`src/rtl/led_pkg.sv`:
```
package led_pkg;
  // Position of the run and error LEDs after N link LEDs
  function automatic int run_idx(input int n_link);
    return n_link;
  endfunction
  function automatic int err_idx(input int n_link);
    return n_link + 1;
  endfunction

  typedef struct packed {
    logic err_en;
    logic bicolor;
    logic load_err;
  } led_cfg_t;
endpackage

```
`src/rtl/led_pol_reg.sv`:
```
module led_pol_reg #(
  parameter int W = 5
) (
  input  logic         clk,
  input  logic         rst_n,
  input  logic [W-1:0] strap,
  input  logic         wr_en,
  input  logic [W-1:0] wr_data,
  output logic [W-1:0] pol,
  output logic         captured
);
  always_ff @(posedge clk or negedge rst_n) begin
    if (!rst_n) begin
      pol      <= '0;
      captured <= 1'b0;
    end else if (!captured) begin
      pol      <= strap;
      captured <= 1'b1;
    end else if (wr_en) begin
      pol      <= wr_data;
    end
  end
endmodule

```
`src/rtl/led_err_gate.sv`:
```
module led_err_gate (
  input  logic captured,
  input  logic err_pol,
  input  logic cfg_err_en,
  input  logic load_err,
  output logic err_enable
);
  logic forced;
  // a failed load only forces the pin when it is wired active-low
  assign forced     = load_err & ~err_pol;
  assign err_enable = captured & (cfg_err_en | forced);
endmodule

```
`src/rtl/led_pin_drv.sv`:
```
module led_pin_drv (
  input  logic lit,
  input  logic pol,
  input  logic enable,
  output logic pin,
  output logic oe
);
  assign pin = lit ? pol : ~pol;
  assign oe  = enable;
endmodule

```
`src/rtl/status_led_drv.sv`:
```
module status_led_drv #(
  parameter int N_LINK = 3
) (
  input  logic              clk,
  input  logic              rst_n,
  input  logic [N_LINK+1:0] led_req,
  input  logic [N_LINK+1:0] strap_pol,
  input  logic              pol_wr_en,
  input  logic [N_LINK+1:0] pol_wr_data,
  input  logic              cfg_err_en,
  input  logic              cfg_bicolor,
  input  logic              cfg_load_err,
  output logic [N_LINK+1:0] led_pin,
  output logic [N_LINK+1:0] led_oe
);
  import led_pkg::*;

  localparam int NLED = N_LINK + 2;
  localparam int RUN  = run_idx(N_LINK);
  localparam int ERR  = err_idx(N_LINK);

  logic [NLED-1:0] pol_q;
  logic            captured;
  logic            err_enable;
  logic            err_lit;
  logic [NLED-1:0] lit;
  logic [NLED-1:0] en;
  led_cfg_t        cfg;

  assign cfg = '{err_en: cfg_err_en, bicolor: cfg_bicolor, load_err: cfg_load_err};

  led_pol_reg #(.W(NLED)) u_pol (
    .clk      (clk),
    .rst_n    (rst_n),
    .strap    (strap_pol),
    .wr_en    (pol_wr_en),
    .wr_data  (pol_wr_data),
    .pol      (pol_q),
    .captured (captured)
  );

  led_err_gate u_errg (
    .captured   (captured),
    .err_pol    (pol_q[ERR]),
    .cfg_err_en (cfg.err_en),
    .load_err   (cfg.load_err),
    .err_enable (err_enable)
  );

  assign err_lit = err_enable & led_req[ERR];

  always_comb begin
    lit      = led_req;
    en       = {NLED{captured}};
    lit[ERR] = err_lit;
    en[ERR]  = err_enable;
    // bicolor package: run colour must be dark while error colour is lit
    lit[RUN] = led_req[RUN] & ~(cfg.bicolor & err_lit);
  end

  for (genvar i = 0; i < NLED; i++) begin : g_pin
    led_pin_drv u_drv (
      .lit    (lit[i]),
      .pol    (pol_q[i]),
      .enable (en[i]),
      .pin    (led_pin[i]),
      .oe     (led_oe[i])
    );
  end
endmodule

```
`config.mk`:
```
export PLATFORM = sky130hd
export DESIGN_NAME = status_led_drv
export DESIGN_NICKNAME = d
export VERILOG_FILES = /design/src/rtl/led_pkg.sv /design/src/rtl/led_pol_reg.sv /design/src/rtl/led_err_gate.sv /design/src/rtl/led_pin_drv.sv /design/src/rtl/status_led_drv.sv
export SDC_FILE = /design/constraint.sdc
export NUM_CORES = 1
export LEC_CHECK = 0
export BUFFER_PORTS_ARGS = -buffer_cell sky130_fd_sc_hd__clkbuf_2
export CORE_AREA = 3 3 40 42
export DETAILED_ROUTE_END_ITERATION = 7
export DIE_AREA = 0 0 43 45
export GPL_TIMING_DRIVEN = 0
export HOLD_SLACK_MARGIN = 0.05
export PLACE_DENSITY_LB_ADDON = 0.08
export SLEW_MARGIN = 40
export SYNTH_ARGS = -nofsm -noshare
export SYNTH_HDL_FRONTEND = slang
export SYNTH_SLANG_ARGS = --single-unit
```
`constraint.sdc`:
```
create_clock -name clk -period 1.5 [get_ports clk]
set_input_delay 0.15 -clock clk [delete_from_list [all_inputs] [get_ports clk]]
set_output_delay 0.15 -clock clk [all_outputs]
set_load 0.01 [all_outputs]
```
Word level (Yosys, flattened, before mapping)
Cells that the tools add are included.
- eq/ne operators: 1
- mux-type cells: 7
- bitwise logic cells: 12
- operator list (kind ; count):
    5-bit two-way mux ; 2
    1-bit inverter ; 6
    1-bit bitwise AND ; 5
    1-bit two-way mux ; 5
    2-bit inequality test, second input constant ; 1
    1-bit OR ; 1
- flip-flop bits (word level): 6
- input port bits: 21
- logic and storage cells: 22

Logic depth before layout (Yosys ltp)
Gate-level depths: netlist (run 1).
- depth in word-level cells: 9
- depth in mapped cells: 4
- gate-level depth less buffers: 3

Modules after synthesis
Synthesis (run 1) repeated with hierarchy kept, for this count alone.
- cell total of the unflattened synthesis: 38
- area, all modules: 386.6 µm²
- modules (own cells, without submodules) (module ; instances ; cells each ; area each (µm²) ; seq. area each (µm²)):
    led_pol_reg ; 1 ; 24 ; 264.0 ; 150.1
    led_pin_drv ; 5 ; 2 ; 16.3 ; 0.0
    led_err_gate ; 1 ; 2 ; 21.3 ; 0.0
    status_led_drv ; 1 ; 2 ; 20.0 ; 0.0

Worst setup path before layout (run 1)
No wires, ideal clock.
- kind: reg2out
- start point: register u_pol.pol[4]
- end point: output led_pin[3]
- arrival: 0.974 ns
- required time: 1.350 ns
- setup slack: 0.376 ns
- cell stages (with the launch flop): 5
- path through: dfrtp_1 nor2b_2 o2111ai_1 a211oi_2 buf_4
- longest elaborated chain between the ends: 9
- ends and longest elaborated chain (element ; RTL line ; text):
    start, declared ; led_pol_reg.sv:9 ; output logic [W-1:0] pol,
    start signal, assigned ; led_pol_reg.sv:17 ; pol <= strap;
    start signal, assigned ; led_pol_reg.sv:20 ; pol <= wr_data;
    1-bit inverter ; led_err_gate.sv:10 ; assign forced = load_err & ~err_pol;
    1-bit bitwise AND ; led_err_gate.sv:10 ;
    1-bit OR ; led_err_gate.sv:11 ; assign err_enable = captured & (cfg_err_en | forced);
    1-bit bitwise AND ; led_err_gate.sv:11 ;
    1-bit bitwise AND ; status_led_drv.sv:50 ; assign err_lit = err_enable & led_req[ERR];
    1-bit bitwise AND ; status_led_drv.sv:58 ; lit[RUN] = led_req[RUN] & ~(cfg.bicolor & err_lit);
    1-bit inverter ; status_led_drv.sv:58 ;
    1-bit bitwise AND ; status_led_drv.sv:58 ;
    1-bit two-way mux ; led_pin_drv.sv:8 ; assign pin = lit ? pol : ~pol;
    end, declared ; status_led_drv.sv:13 ; output logic [N_LINK+1:0] led_pin,
No other way between the ends.

Final worst setup path (run 1)
- start point: register u_pol.captured
- end point: output led_pin[3]
- longest elaborated chain between the ends: 6
- ends and longest elaborated chain (element ; RTL line ; text):
    start, declared ; led_pol_reg.sv:10 ; output logic captured
    start signal, assigned ; led_pol_reg.sv:15 ; captured <= 1'b0;
    start signal, assigned ; led_pol_reg.sv:18 ; captured <= 1'b1;
    1-bit bitwise AND ; led_err_gate.sv:11 ;
    1-bit bitwise AND ; status_led_drv.sv:50 ;
    1-bit bitwise AND ; status_led_drv.sv:58 ;
    1-bit inverter ; status_led_drv.sv:58 ;
    1-bit bitwise AND ; status_led_drv.sv:58 ;
    1-bit two-way mux ; led_pin_drv.sv:8 ;
No other way between the ends.

==> out/metrics.cfg, run 1 <==
[grt]
grt_pass1_vias = 420
grt_max_degree = 11
grt_usage_pct = 12.5
grt_overflow_total = 0
grt_pass1_wl_um = 1780
antenna_found_initial = 0

[timing]
hold_violations = 0
max_freq_ghz = 0.707
fin_crit_sh_pct = 94.3
setup_tns_ns = 0
layout_min_cycle_time_ns = 1.41
holdWs_ns = 0.140
finalSetupViolations = 0
slew_violations = 0
skew_ns = 0.00165
grt_setup_unrepaired = false

[floorplanning]
die_height_um = 45
die_w_um = 43
ioPinCount = 31
start_util_pct = 35.0
placementRows = 13
die_area_um2 = 1940
core_um2 = 1280

[placement]
io_buffer_count = 29
gp_congestion = 0.695
dp.final_hpwl_um = 835

[synthesis]
syn_avg_cell_area_um2 = 9.17
syn-num-nets = 70
synth_top_area_share_pct = 33.4
synthTopCellsByArea = dfrtp_1 (33%), buf_4 (18%), mux2i_1 (11%), a21oi_1 (6.7%), xnor2_1 (5.8%)
synthDistinctLibCells = 16
syn_area_um2 = 449
syn_inst = 49
ys_seq_elements = 6
yosys_warnings = 0
synth-seq-area-share_pct = 33.4
yosys.area.top_type = dfrtp_1

[worst_setup_path]
critPathLaunchType = flip-flop
crit_path_end_kind = output port
cp_top_family = flip-flops
crit_chain = and4_1, o21a_1, a211oi_2, buf_2
crit_path_top_delay_cell = dfrtp_2
required_ns = 1.35
crit_buf_inv = 1
worst-path-max-fanout = 7
arrival_ns = 1.26
worstSetupPathType = reg2out
critical-path-max-stage-delay_ns = 0.45
ff2ff_setup_slack_ns = 0.59

[drt]
wirelength_um = 1040
drt_iter0_markers = 3
drt_pass1_iterations = 2
ant_nets = 0
wl_per_cell_um = 10.5
vias = 438
vias_per_cell = 4.42
drc_errors = 0

[status]
status = finished clean

[power]
p_switching_mw = 0.143
power_switching_share_pct = 27.9
intPower_mw = 0.368
clkPwrFrac_pct = 29.6
seq_power_share_pct = 37.1
vdd_ir_drop_max_mv = 0.482
p_leak_nw = 0.352
pwr_density_cell_nw_per_um2 = 765
comb_power_share_pct = 33.3

[final_layout]
regArea_um2 = 151
fin_nets = 107
final_common_cell = clkbuf_2
fillers = 155
drive_gt1_share_pct = 59.5
area_growth_pct = 48.7
diodes = 0
multi_input_area_um2 = 218
layout_common_cells = clkbuf_2 (28), buf_4 (13), nor2_1 (6), a21oi_1 (6)

[clock_network]
cts_tree = built
worstSkewPairLatency_ns = 0.24
cts_sinks = 6
h-tree-depth = 1
clockBufferDepth = 2
root_buffer = clkbuf_4
path_clk_slew_ns = 0.05
cts_buffers = 3

[worst_hold_path]
hold_path.class = in2reg

[flow_run]
drv_cap = 0

-- tightest hold or removal path, delay by kind of cell --
kind / cells / cell delay [ns]
and+or+nand+nor: 1 / 0.08
buffers and inverters: 1 / 0.08
AOI/OAI and AO/OA: 1 / 0.04
-- cells in the mapped netlist --
library cell  count
xnor2_1           3
buf_2             1
o2111ai_1         1
dfrtp_1           6
a21oi_1           6
o211ai_1          1
a211oi_2          1
o21a_1            2
conb_1            1
nor2b_1           2
and4_1            1
nor2b_2           1
mux2i_1           5
nand3_1           1
nor2_1            6
buf_4            11
-- final timing paths --
path | end | start | depth (start not counted)
hold reg to reg | u_pol.pol[1] | u_pol.pol[1] | 2
setup reg to reg | u_pol.pol[3] | u_pol.captured | 3
hold / removal | u_pol.pol[1] | strap_pol[1] | 3
max in group asynchronous | u_pol.captured | rst_n | 2
min in group asynchronous | u_pol.pol[0] | rst_n | 2
setup / recovery | led_pin[3] | u_pol.captured | 4
-- per-layer routing --
metal	global-route usage, %	vias up	share of wire (%)	wire length (um)
li1	-	229	-	-
met1	14.9	183	43	454
met2	18.9	23	43	446
met3	5.58	3	12	123
met4	7.23	0	1.8	19
met5	0	-	0	0
-- area by class of cell --
cell class	instances	share of cell area (%)
repair buffers	33	26.6
plain buffers	11	12.0
multi-input cells	31	32.6
clock buffers	3	3.37
flip-flops and latches	6	22.7
well taps	15	2.81
-- power by group through the flow --
stage / Sequential [mW] / Combinational [mW] / Clock, mW
final: 0.190 / 0.170 / 0.151
after detailed placement: 0.194 / 0.162 / 0
after CTS: 0.189 / 0.173 / 0.158
after floorplan: 0.190 / 0.102 / 0
after global placement: 0.193 / 0.161 / 0
after global routing: 0.193 / 0.187 / 0.166
-- what timing repair did --
action | in CTS | in global routing
resized for setup | 2 | 1
hold buffers | 1 | 0
setup endpoints to repair | 1 | 1
endpoints found under the hold margin | 6 | 0
pin swaps | 1 | 1
buffers inserted | 3 | 0
-- flip-flops by register name, indices dropped and copies added (netlist names) --
signal and cells:
u_pol.captured 1, u_pol.pol 5
-- stage by stage --
step / power [mW] / instance area (um^2) / std cells / util [%] / setup slack (ns)
3_5_place_dp: 0.356 / 613 / 93 / 47.7 / 0.177
2_1_floorplan: 0.291 / 449 / 49 / - / 0.376
6_report: 0.511 / 668 / 99 / 52.0 / 0.0856
5_1_grt: 0.546 / 668 / 99 / 52.0 / 0.00223
3_3_place_gp: 0.354 / 613 / 93 / 47.7 / 0.201
4_1_cts: 0.520 / 668 / 99 / 52.0 / 0.0477
-- cell families (layout without fill, tap and decap cells) --
| family | count (synthesis) | after routing | synth area share (%) |
|---|---|---|---|
| simple gates | 11 | 11 | 12.8 |
| buf+inv | 12 | 47 | 19.5 |
| flops | 6 | 6 | 33.4 |
| mux | 5 | 5 | 11.1 |
| xor+xnor | 3 | 3 | 5.85 |
| other cells | 1 | 1 | 0.835 |
| compound gates | 11 | 11 | 16.4 |
Power figures use the tool's default switching activity.
==> run 2, diff against run 1 <==
Settings changed: ABC_AREA set to 1, ABC_CLOCK_PERIOD_IN_PS set to 1800.
Clock period 1.5 ns to 1.8 ns, I/O delays scaled along.
==> run 2 against run 1 <==
Net effect:
- power fell by 20%
- highest routed layer is now met3
- combinational power fell by 22%
- final area fell by 5.6%
- sequential power fell by 16%
- final cell count rose by 7.1%
- die area did not move
- critical path type unchanged
- critical path depth rose by 5
- largest cell class unchanged
- synthesized area fell by 4.5%
- routed wire length fell by 13%
==> out/metrics.cfg, run 2 <==
[placement]
dpl_worst_slack_ns = 0.526  ; +0.349 ns
dp.final_hpwl_um = 776  ; -7.0%
place_inst = 102  ; +9.7%
gp_congestion = 0.660  ; -5.0%
io_buffer_count = 30  ; +3.4%

[synthesis]
synthArstFlopShare_pct = 100  ; unchanged
yosysMostFrequentCell = nand2_1
syn_inst = 57  ; +16%
synth_ff_type = dfrtp_1
yosys.area.top_type = dfrtp_1
synth_common_cells = nand2_1 (19), buf_4 (10), dfrtp_1 (6), nand3_1 (6)
ys_seq_elements = 6  ; unchanged
syn-num-nets = 78  ; +11%
synthTopCellsByArea = dfrtp_1 (35%), buf_4 (17%), nand2_1 (17%), nand3_1 (7.0%), xnor2_1 (6.1%)
syn_area_um2 = 429  ; -4.5%
synth_top_area_share_pct = 35.0  ; +1.6 points
yosys_warnings = 0  ; unchanged
synth-seq-area-share_pct = 35.0  ; +1.6 points
synth_edf_count = 0  ; unchanged
syn_avg_cell_area_um2 = 7.53  ; -18%
synthDistinctLibCells = 14  ; -2

[drt]
drt_pass1_iterations = 4  ; +2
met1_length_um = 342  ; -25%
dr_wl_met2_um = 470  ; +5.4%
drt_iter0_markers = 5  ; +2
ant_nets = 0  ; unchanged
wl_per_cell_um = 8.57  ; -19%
route.met3.wl_um = 95  ; -23%
vias_per_cell = 4.16  ; -6.0%
wirelength_um = 908  ; -13%
top_layer_used = met3
drc_errors = 0  ; unchanged
vias = 441  ; +0.68%

[power]
pwr_density_cell_nw_per_um2 = 652  ; -15%
p_leak_nw = 0.372  ; +5.6%
clkPwrFrac_pct = 29.3  ; -0.3 points
p_switching_mw = 0.112  ; -21%
comb_power_share_pct = 32.1  ; -1.2 points
intPower_mw = 0.299  ; -19%
vdd_ir_drop_max_mv = 0.475  ; -1.6%
power_switching_share_pct = 27.3  ; -0.60 points
seq_power_share_pct = 38.6  ; +1.5 points

[timing]
holdWs_ns = 0.154  ; +0.0138 ns
grt_setup_unrepaired = false
fin_crit_sh_pct = 83.6
fin_ws_ns = 0.294  ; +0.209 ns
setup_tns_ns = 0  ; unchanged
slew_violations = 0  ; unchanged
skew_ns = 0.00142  ; -0.000231 ns
max_freq_ghz = 0.664
layout_min_cycle_time_ns = 1.51
hold_violations = 0  ; unchanged
finalSetupViolations = 0  ; unchanged

[final_layout]
drive_gt1_share_pct = 53.8  ; -5.7 points
largest_reg_flops = 5  ; unchanged
largest_register = u_pol.pol
final_util_pct = 49.1  ; -2.9 points
area_growth_pct = 46.9
layout_common_cells = clkbuf_2 (30), nand2_1 (19), buf_4 (10), nand3_1 (6), dfrtp_1 (6)
fin_nets = 114  ; +6.5%
final_common_cell = clkbuf_2
fillers = 147  ; -5.2%
multi_input_area_um2 = 185  ; -15%
reg.largest.list = u_pol.pol x5, u_pol.captured x1
regArea_um2 = 150  ; -0.83%
stdcell_count = 106  ; +7.1%
diodes = 0  ; unchanged

[worst_setup_path]
ff2ff_setup_slack_ns = 0.82  ; +0.23 ns
arrival_ns = 1.33  ; +0.07 ns
crit_buf_inv = 3  ; +2
crit_chain = inv_2, nand2_2, nand2_2, nand4_1, nand2_1, nand2_1, nand2_1, buf_4, clkbuf_2
r2r_start = u_pol.captured
worst-r2r-cell-count = 4  ; +1
r2r_end = u_pol.pol[4]
crit_top_cell = nand2_1
crit_path_end_kind = output port
required_ns = 1.62  ; +0.27 ns
worst-path-max-fanout = 3  ; -4
cp_top_family = flip-flops
critical-path-max-stage-delay_ns = 0.41  ; -0.04 ns
crit_path_top_delay_cell = dfrtp_1
critPathLaunchType = flip-flop
worstSetupPathType = reg2out

[floorplanning]
die_w_um = 43  ; unchanged
start_util_pct = 33.4  ; -1.6 points
placementRows = 13  ; unchanged
die_area_um2 = 1940  ; unchanged
die_height_um = 45  ; unchanged
ioPinCount = 31  ; unchanged
core_um2 = 1280  ; unchanged

[clock_network]
path_clk_slew_ns = 0.04  ; about the same
cts_sinks = 6  ; unchanged
clockBufferDepth = 2  ; unchanged
h-tree-depth = 1  ; unchanged
cts_buffers = 3  ; unchanged
cts_setup_buffers = 0  ; -3
cts_tree = built
ctsResizeCount = 0  ; -2
worstSkewPairLatency_ns = 0.24  ; about the same
root_buffer = clkbuf_4

[worst_hold_path]
hold_depth = 3  ; unchanged
holdPathEnd = u_pol.pol[3]
hold_path.class = in2reg
hp-start = strap_pol[3]

[grt]
grt_pass1_vias = 376  ; -10%
grt_max_degree = 9  ; -2
antenna_found_initial = 0  ; unchanged
grt_pass1_wl_um = 1460  ; -18%
grt_usage_pct = 10.5  ; -2.0 points
grt_overflow_total = 0  ; unchanged

[status]
status = finished clean

[flow_run]
drv_cap = 0  ; unchanged

==> run 2: cell types whose count changed after synthesis, sizes merged, moves of 2 or more <==
| cell | before | now |
|---|---|---|
| a21oi | 6 | 1 |
| buf | 12 | 10 |
| inv | 0 | 5 |
| mux2i | 5 | 0 |
| nand2 | 0 | 21 |
| nand3 | 1 | 7 |
| nor2 | 6 | 1 |
| nor2b | 3 | 0 |
| o21a | 2 | 0 |
==> run 2: worst max-delay path by stage <==
stage,end,start,cells past startpoint
finish,led_pin[3],u_pol.pol[4],9
global route,led_pin[3],u_pol.pol[4],9
CTS,led_pin[3],u_pol.pol[4],9
detailed placement,led_pin[3],u_pol.pol[4],9
global placement,led_pin[3],u_pol.pol[4],9
floorplan,led_pin[3],u_pol.pol[4],8
==> run 2: layout make-up <==
class	count	area share (%)
multi-input combinational	36	29.4
timing repair buffer	31	25.4
sequential	6	23.8
buffer	10	11.9
clock buffer	3	3.57
inverter	5	2.98
tap	15	2.98
==> run 2: repair_timing <==
item | 4_1_cts | 5_1_grt
endpoints found under the setup margin | 0 | 0
hold buffers | 1 | 0
hold endpoints to repair | 6 | 0
==> run 2: metal layers <==
metal | up-vias | global-route usage (%)
li1 | 234 | -
met1 | 191 | 11.2
met2 | 16 | 18.3
met3 | 0 | 7.57
met4 | 0 | 0
met5 | - | 0
==> run 2: worst min-delay path, delay by kind of cell <==
kind | cells | cell delay (ns)
AND/OR/NAND/NOR | 2 | 0.10
buffers and inverters | 1 | 0.07
==> run 2: kinds of logic (layout without fill, tap and decap cells) <==
| logic type | count (synthesis) | in the layout | share of synthesized area [%] |
|---|---|---|---|
| AOI/OAI and AO/OA | 1 | 1 | 1.17 |
| buffers and inverters | 15 | 49 | 21.9 |
| and+or+nand+nor | 30 | 30 | 32.9 |
| DFF | 6 | 6 | 35.0 |
| xor gates and xnor gates | 4 | 4 | 8.16 |
| other | 1 | 1 | 0.874 |
==> run 2: stage by stage <==
stage	total power, mW	area (um^2)
after detailed placement	0.294	598
after global placement	0.292	598
after CTS	0.422	631
final	0.411	631
after floorplan	0.240	429
after global routing	0.448	631
==> run 2: power by group through the flow <==
stage | registers [mW] | clock network, mW | logic, mW
5_1_grt | 0.160 | 0.139 | 0.148
3_3_place_gp | 0.160 | 0 | 0.131
2_1_floorplan | 0.158 | 0 | 0.0817
6_report | 0.159 | 0.120 | 0.132
4_1_cts | 0.159 | 0.128 | 0.135
3_5_place_dp | 0.161 | 0 | 0.133
==> run 3, diff against run 2 <==
Settings changed: ABC_CLOCK_PERIOD_IN_PS 1800 to 1400.
Clock period 1.8 ns to 1.4 ns, I/O delays scaled along.
==> run 3 against run 2 <==
Net effect:
- final cell count stayed put
- first-iteration DRC count is 20% higher
- critical path type unchanged
- clock skew is 0.00097 ns lower
==> out/metrics.cfg, run 3 (same netlist as run 2, synthesis figures left out) <==
[timing]
grt_setup_unrepaired = true
max_freq_ghz = 0.740
fin_crit_sh_pct = 96.5
setup_tns_ns = 0  ; unchanged
hold_violations = 0  ; unchanged
slew_violations = 0  ; unchanged
layout_min_cycle_time_ns = 1.35
finalSetupViolations = 0  ; unchanged
skew_ns = 0.000455  ; -0.000966 ns

[grt]
antenna_found_initial = 0  ; unchanged
grt_usage_pct = 10.9  ; +0.42 points
grt_pass1_vias = 391  ; +4.0%
grt_max_degree = 9  ; unchanged
grt_pass1_wl_um = 1510  ; +3.8%
grt_overflow_total = 0  ; unchanged

[final_layout]
reg.largest.list = u_pol.pol x5, u_pol.captured x1
final_common_cell = clkbuf_2
drive_gt1_share_pct = 54.9  ; +1.1 points
layout_common_cells = clkbuf_2 (28), nand2_1 (19), buf_4 (10), nand3_1 (6), dfrtp_1 (5)
largest_reg_flops = 5  ; unchanged
fin_nets = 114  ; unchanged
area_growth_pct = 47.2
diodes = 0  ; unchanged
largest_register = u_pol.pol

[worst_setup_path]
ff2ff_setup_slack_ns = 0.49  ; -0.33 ns
worst-path-max-fanout = 2  ; -1
r2r_start = u_pol.captured
worst-r2r-cell-count = 4  ; unchanged
critPathLaunchType = flip-flop
r2r_end = u_pol.pol[0]
crit_path_end_kind = output port
required_ns = 1.26  ; -0.36 ns
worstSetupPathType = reg2out
arrival_ns = 1.21  ; -0.12 ns

[drt]
ant_nets = 0  ; unchanged
drt_pass1_iterations = 4  ; unchanged
vias_per_cell = 4.22  ; +1.4%
wl_per_cell_um = 8.88  ; +3.6%
drt_iter0_markers = 6  ; +1
drc_errors = 0  ; unchanged
vias = 447  ; +1.4%
wirelength_um = 941  ; +3.6%

[power]
vdd_ir_drop_max_mv = 0.631  ; +33%
power_mw = 0.528  ; +28%
p_leak_nw = 0.370  ; -0.63%
pwr_density_cell_nw_per_um2 = 835  ; +28%

[worst_hold_path]
hp-start = strap_pol[4]
hold_path.class = in2reg
holdPathEnd = u_pol.pol[4]
hold_depth = 3  ; unchanged

[status]
status = finished clean

[clock_network]
path_clk_slew_ns = 0.04  ; about the same
h-tree-depth = 1  ; unchanged
worstSkewPairLatency_ns = 0.24  ; about the same
root_buffer = clkbuf_4
cts_sinks = 6  ; unchanged
cts_tree = built
clockBufferDepth = 2  ; unchanged
cts_buffers = 3  ; unchanged

[flow_run]
drv_cap = 0  ; unchanged

[floorplanning]
start_util_pct = 33.4  ; unchanged
placementRows = 13  ; unchanged
ioPinCount = 31  ; unchanged
die_area_um2 = 1940  ; unchanged
core_um2 = 1280  ; unchanged
die_height_um = 45  ; unchanged
die_w_um = 43  ; unchanged

[placement]
dp.final_hpwl_um = 776  ; unchanged
io_buffer_count = 30  ; unchanged
gp_congestion = 0.660  ; unchanged

run 3: changes by cell type in the layout (fill, tap and decap cells not counted), sizes merged:
cell    previous run  this run
clkbuf            33        31
buf               10        12
run 3: area by class of cell:
cell class              count  area, um^2
clock buffers               3        22.5
inverters                   5        18.8
repair buffers             33         175
multi-input cells          36         185
fillers                   151         653
flip-flops and latches      6         151
plain buffers               8        60.1
well taps                  15        18.8
run 3: worst max-delay path by stage:
stage                     depth (start not counted)          from         end
final                                             8  u_pol.pol[4]  led_pin[3]
after global routing                              8  u_pol.pol[4]  led_pin[3]
after CTS                                         8  u_pol.pol[4]  led_pin[3]
after detailed placement                          9  u_pol.pol[4]  led_pin[3]
after global placement                            9  u_pol.pol[4]  led_pin[3]
after floorplan                                   8  u_pol.pol[4]  led_pin[3]
run 3: per-layer routing:
metal  routed length (um)  share of wire, %  vias to the layer above  global-route usage [%]
met5                    0                 0                        -                       0
met4                    0                 0                        0                       0
met3                   95                10                        0                    7.57
met2                  506                54                       16                    19.8
met1                  339                36                      197                    11.2
li1                     -                 -                      234                       -
run 3: timing repair:
item                                   in CTS  in global routing
setup endpoints to repair                   2                  3
hold buffers                                1                  0
buffers inserted                            2                  0
endpoints found under the hold margin       6                  0
pin swaps                                   4                  3
resized for setup                           0                  3
run 3: where the power goes:
group          switching (mW)  internal [mW]
sequential             0.0136          0.190
combinational          0.0725         0.0953
clock                  0.0600         0.0968
total                   0.146          0.382
run 3: worst max-delay path: stages (launching register included):
cell and delay [ns]:
dfrtp_1 0.39, inv_2 0.06, nand2_2 0.05, nand2_2 0.07
nand4_1 0.11, nand2_1 0.08, nand2_1 0.05, nand2_1 0.04
buf_2 0.12
run 3: stage by stage:
stage	util [%]	hold WS [ns]	setup WS [ns]	std cells	cell area (um^2)
2_1_floorplan	-	-0.156	0.368	57	429
3_3_place_gp	46.5	-0.0256	0.179	102	598
3_5_place_dp	46.5	-0.0262	0.166	102	598
4_1_cts	49.1	0.105	-0.00494	106	631
5_1_grt	49.2	0.110	-0.0987	106	632
6_report	49.2	0.113	0.0490	106	632
